File: src/rtl/dgh_pkg.sv
package dgh_pkg;

  localparam int CLASS_W = 4;

  typedef enum logic [CLASS_W-1:0] {
    CL_FIX      = 4'd0,
    CL_FIX_LEAD = 4'd1,
    CL_LOAD     = 4'd2,
    CL_STORE    = 4'd3,
    CL_FLT      = 4'd4,
    CL_CREG     = 4'd5,
    CL_SREG     = 4'd6,
    CL_VARITH   = 4'd7,
    CL_VPERM    = 4'd8,
    CL_BRANCH   = 4'd9
  } iclass_e;

  // single-use units, one occupancy flag each
  localparam int ONCE_N    = 4;
  localparam int ONCE_CREG = 0;
  localparam int ONCE_SREG = 1;
  localparam int ONCE_VAR  = 2;
  localparam int ONCE_VPRM = 3;

  typedef struct packed {
    logic              known;   // code is one of the defined classes
    logic              fix;     // counts toward fixed-point limit
    logic              lead;    // must take the first slot
    logic              mem;     // counts toward memory limit
    logic              flt;     // counts toward floating-point limit
    logic [ONCE_N-1:0] once;    // which single-use unit it occupies
    logic              branch;  // final-slot class, closes the group
  } class_dec_t;

endpackage

File: src/rtl/dgh_state.sv
module dgh_state
  import dgh_pkg::*;
#(
  parameter int MAX_FIX = 2,
  parameter int MAX_MEM = 2,
  parameter int MAX_FLT = 2,
  parameter int SLOTS   = 5,
  localparam int FIX_W  = $clog2(MAX_FIX + 1),
  localparam int MEM_W  = $clog2(MAX_MEM + 1),
  localparam int FLT_W  = $clog2(MAX_FLT + 1),
  localparam int SLOT_W = $clog2(SLOTS + 1)
)(
  input  logic              clk,
  input  logic              rst_n,
  input  logic              issue,
  input  logic              group_end,
  input  logic              valid,
  input  logic              hazard,
  input  class_dec_t        dec,
  output logic [FIX_W-1:0]  fix_cnt,
  output logic [MEM_W-1:0]  mem_cnt,
  output logic [FLT_W-1:0]  flt_cnt,
  output logic [ONCE_N-1:0] once_used,
  output logic [SLOT_W-1:0] slot_cnt
);

  localparam logic [SLOT_W-1:0] SLOT_END = SLOT_W'(SLOTS);

  logic clear, take;
  logic [FIX_W-1:0]  fix_base, fix_nxt;
  logic [MEM_W-1:0]  mem_base, mem_nxt;
  logic [FLT_W-1:0]  flt_base, flt_nxt;
  logic [SLOT_W-1:0] slot_base, slot_nxt;

  // new group first, then the candidate is charged against it
  assign clear = group_end || (issue && hazard);
  assign take  = issue && valid && dec.known;

  always_comb begin
    fix_base  = clear ? '0 : fix_cnt;
    mem_base  = clear ? '0 : mem_cnt;
    flt_base  = clear ? '0 : flt_cnt;
    slot_base = clear ? '0 : slot_cnt;

    fix_nxt  = fix_base  + FIX_W'(take && dec.fix);
    mem_nxt  = mem_base  + MEM_W'(take && dec.mem);
    flt_nxt  = flt_base  + FLT_W'(take && dec.flt);
    if (take && dec.branch)
      slot_nxt = SLOT_END;
    else
      slot_nxt = slot_base + SLOT_W'(take);
  end

  always_ff @(posedge clk or negedge rst_n) begin
    if (!rst_n) begin
      fix_cnt  <= '0;
      mem_cnt  <= '0;
      flt_cnt  <= '0;
      slot_cnt <= '0;
    end else begin
      fix_cnt  <= fix_nxt;
      mem_cnt  <= mem_nxt;
      flt_cnt  <= flt_nxt;
      slot_cnt <= slot_nxt;
    end
  end

  for (genvar u = 0; u < ONCE_N; u++) begin : g_once
    always_ff @(posedge clk or negedge rst_n) begin
      if (!rst_n)
        once_used[u] <= 1'b0;
      else
        once_used[u] <= (once_used[u] && !clear) || (take && dec.once[u]);
    end
  end

  // unit counts stay within their limits
  a_r3_fix_cap: assert property (@(posedge clk) disable iff (!rst_n)
    fix_cnt <= FIX_W'(MAX_FIX));
  a_r4_mem_cap: assert property (@(posedge clk) disable iff (!rst_n)
    mem_cnt <= MEM_W'(MAX_MEM));
  a_r5_flt_cap: assert property (@(posedge clk) disable iff (!rst_n)
    flt_cnt <= FLT_W'(MAX_FLT));
  // slot count never passes the closed value
  a_r8_slot_cap: assert property (@(posedge clk) disable iff (!rst_n)
    slot_cnt <= SLOT_END);
  // an issued branch leaves the group closed
  a_r9_branch_closes: assert property (@(posedge clk) disable iff (!rst_n)
    (issue && valid && dec.known && dec.branch) |=> slot_cnt == SLOT_END);
  // group end without issue empties everything
  a_r10_end_clears: assert property (@(posedge clk) disable iff (!rst_n)
    (group_end && !issue) |=> (slot_cnt == '0 && fix_cnt == '0 &&
                               mem_cnt == '0 && flt_cnt == '0 && once_used == '0));
  // an issue with no candidate changes nothing
  a_r12_idle_issue: assert property (@(posedge clk) disable iff (!rst_n)
    (issue && !valid && !group_end) |=> ($stable(slot_cnt) && $stable(fix_cnt) &&
      $stable(mem_cnt) && $stable(flt_cnt) && $stable(once_used)));

endmodule

File: config.mk
export PLATFORM = sky130hd
export DESIGN_NAME = dgh_state
export DESIGN_NICKNAME = d
export VERILOG_FILES = /design/src/rtl/dgh_pkg.sv /design/src/rtl/dgh_state.sv
export SDC_FILE = /design/constraint.sdc
export NUM_CORES = 1
export LEC_CHECK = 0
export ABC_AREA = 1
export BUFFER_PORTS_ARGS = -buffer_cell sky130_fd_sc_hd__buf_2
export CAP_MARGIN = 30
export CELL_PAD_IN_SITES_DETAIL_PLACEMENT = 1
export CELL_PAD_IN_SITES_GLOBAL_PLACEMENT = 2
export CORE_ASPECT_RATIO = 0.7
export CORE_MARGIN = 2
export CORE_UTILIZATION = 25
export DETAILED_ROUTE_END_ITERATION = 12
export GPL_TIMING_DRIVEN = 0
export PLACE_DENSITY = 0.81
export SETUP_SLACK_MARGIN = 0.3
export SLEW_MARGIN = 20
export SYNTH_ARGS = -nofsm -noshare
export SYNTH_HDL_FRONTEND = slang
export SYNTH_SLANG_ARGS = --single-unit
File: constraint.sdc
create_clock -name clk -period 2.65 [get_ports clk]
set_clock_uncertainty 0.15 [all_clocks]
set_input_delay 0.795 -clock clk [delete_from_list [all_inputs] [get_ports clk]]
set_output_delay 0.795 -clock clk [all_outputs]
set_load 0.1 [all_outputs]
==> flow_summary.json <==
{
  "outcome": "finished clean",
  "cts_buffer_depth": 2,
  "crit_end": "slot_cnt[2]",
  "setup_violations": 0,
  "globalRouteOverflowTotal": 0,
  "dieArea_um2": 3120,
  "worst_setup_path_start_kind": "flip-flop",
  "yosys_warnings": 0,
  "drc": 0,
  "port_buffers": 27,
  "core_area_um2": 2510,
  "fp.dieH_um": 47.4,
  "via_count": 613,
  "slew_violations": 0,
  "rsz0062_at_grt": "no",
  "gp_congestion": 0.672,
  "cp.required_ps": 1710,
  "initial_core_util_pct": 26.7,
  "cts_buffers": 3,
  "finalHoldViolCount": 0,
  "grt_first_pass_wirelength_mm": 2.55,
  "drive_gt1_share_pct": 34.5,
  "cpPeakStageDelay_ps": 440,
  "grt_pass1_vias": 631,
  "ctsResizeCount": 0,
  "nets": 132,
  "crit_chain": "buf_2",
  "pin_count": 29,
  "path_depth": 1,
  "first_iter_violations": 4,
  "cts_sinks": 13,
  "grt_usage_pct": 11.4,
  "grt_antenna_before_repair": 0,
  "p_leak_nw": 0.527,
  "synthArstFlopShare_pct": 100,
  "syn_to_final_growth_pct": 33.1,
  "synth_edf_count": 0,
  "ir_drop_v": 0.000266,
  "path_buf_inv": 1,
  "antenna_left": 0,
  "synth_flop_cell": "dfrtp_1",
  "cts_setup_buffers": 0,
  "r2r-end": "slot_cnt[1]",
  "drt-vias-per-instance": 4.26,
  "hold_buffers": 0,
  "cp-startpoint": "slot_cnt[2]",
  "r2r-start": "slot_cnt[0]",
  "rrSetupSlack_ps": 1390,
  "worst_pin_slew_ps": 489,
  "dr.pass1.iters": 4,
  "rr_worst_depth": 6,
  "finalCritPeriodShare_pct": 75.6,
  "wl_mm": 1.53,
  "synth.avg_cell_area_um2": 8.50,
  "maxCapViolations": 0,
  "worstSetupPathType": "reg2out",
  "diodes": 0,
  "routedWlPerCell_um": 10.6,
  "cp_top_family": "buffers and inverters",
  "ys_seq_area_share_pct": 48.4,
  "htreeDepth": 1,
  "synth_top_cells_by_count": "17 x nand2_1, 14 x inv_1, 13 x dfrtp_1",
  "synth_top_area_cell": "dfrtp_1",
  "grt_max_degree": 14,
  "clock.fmax_mhz": 499,
  "crit_path_max_fanout": 3,
  "syn-num-nets": 100,
  "finalCriticalPeriod_ps": 2000,
  "clock_latency_ps": 240,
  "ys_seq_elements": 13,
  "worstSetupEndpointType": "output pin",
  "pre_cts_slack_ps": 586,
  "slowest_stage": "buf_2",
  "root_buffer": "clkbuf_8",
  "crit_arrival_ps": 1060,
  "p_per_area_nw_per_um2": 552,
  "clk_pin_slew_ps": 50,
  "postSynthCellCount": 79,
  "hold_path.class": "in2async",
  "ys_top_cells_by_area": "dfrtp_1 48%, nand2_1 9.5%, ha_1 9.3%",
  "dp_hpwl_mm": 1.23,
  "setup_tns_ps": 0,
  "timing.max_slew.rel_slack_pct": 67.6,
  "syn_area_um2": 672,
  "rows": 15,
  "yosysTopAreaCellShare_pct": 48.4,
  "synth_most_common_cell": "nand2_1",
  "cts_tree": "done",
  "setup_ws_ps": 647,
  "die_w_um": 66.0,
  "ys_types": 14
}
## stage by stage
stage               area [µm²]  power (mW)  util (%)  hold slack, ps  instances
floorplan                  672       0.296         -             349         79
global placement           850       0.325      33.8             343        140
detailed placement         850       0.326      33.8             347        140
CTS                        895       0.505      35.6             287        144
global route               895       0.523      35.6             305        144
finish                     895       0.494      35.6             288        144
## registers in the layout, indices dropped and copies added, names as in the netlist
signal / cells
once_used: 4
slot_cnt: 3
fix_cnt: 2
flt_cnt: 2
mem_cnt: 2
## cell usage in the layout (no fill, tap or decap), types with 3 or more instances in the layout
master,count
buf_2,27
nand2_1,17
inv_1,14
dfrtp_1,13
nor2_1,10
nand3_1,7
ha_1,5
nand4_1,4
nand3_2,3
clkbuf_8,3
## power by group
group / internal [mW] / leakage [nW] / switching (mW) / total (mW)
clock: 0.106 / 0.0228 / 0.0664 / 0.172
sequential: 0.207 / 0.177 / 0.00421 / 0.211
combinational: 0.0224 / 0.327 / 0.0881 / 0.110
total: 0.335 / 0.527 / 0.159 / 0.494
## cell families (layout without fill, tap and decap cells)
family,count (synthesis),count (layout),synth area share [%]
flip-flops,13,13,48.4
AND/OR/NAND/NOR,43,43,30.4
buffers and inverters,18,49,11.9
adder cells (fa/ha/maj),5,5,9.31
## how the worst min path moves through the flow
stage,to,slack [ps],from
after detailed placement,once_used[3],350,once_used[3]
final,mem_cnt[0],290,rst_n
after global routing,fix_cnt[0],310,rst_n
after floorplan,fix_cnt[0],350,rst_n
after global placement,once_used[2],340,once_used[2]
after CTS,mem_cnt[0],290,rst_n
## per-layer routing
metal  global-route usage (%)  vias to the layer above  routed length [µm]
li1                         -                      303                   -
met1                     13.3                      291                 708
met2                     20.0                       19                 710
met3                     4.56                        0                 107
met4                     3.67                        0                   0
met5                        0                        -                   0
## cell type report
cell class / count / area (µm²)
inverters: 16 / 61.3
repair buffers: 27 / 135
well taps: 34 / 42.5
plain buffers: 2 / 18.8
multi-input cells: 48 / 267
flip-flops and latches: 13 / 325
clock buffers: 4 / 45.0
fillers: 328 / 1620
Power figures use the tool's default switching activity.
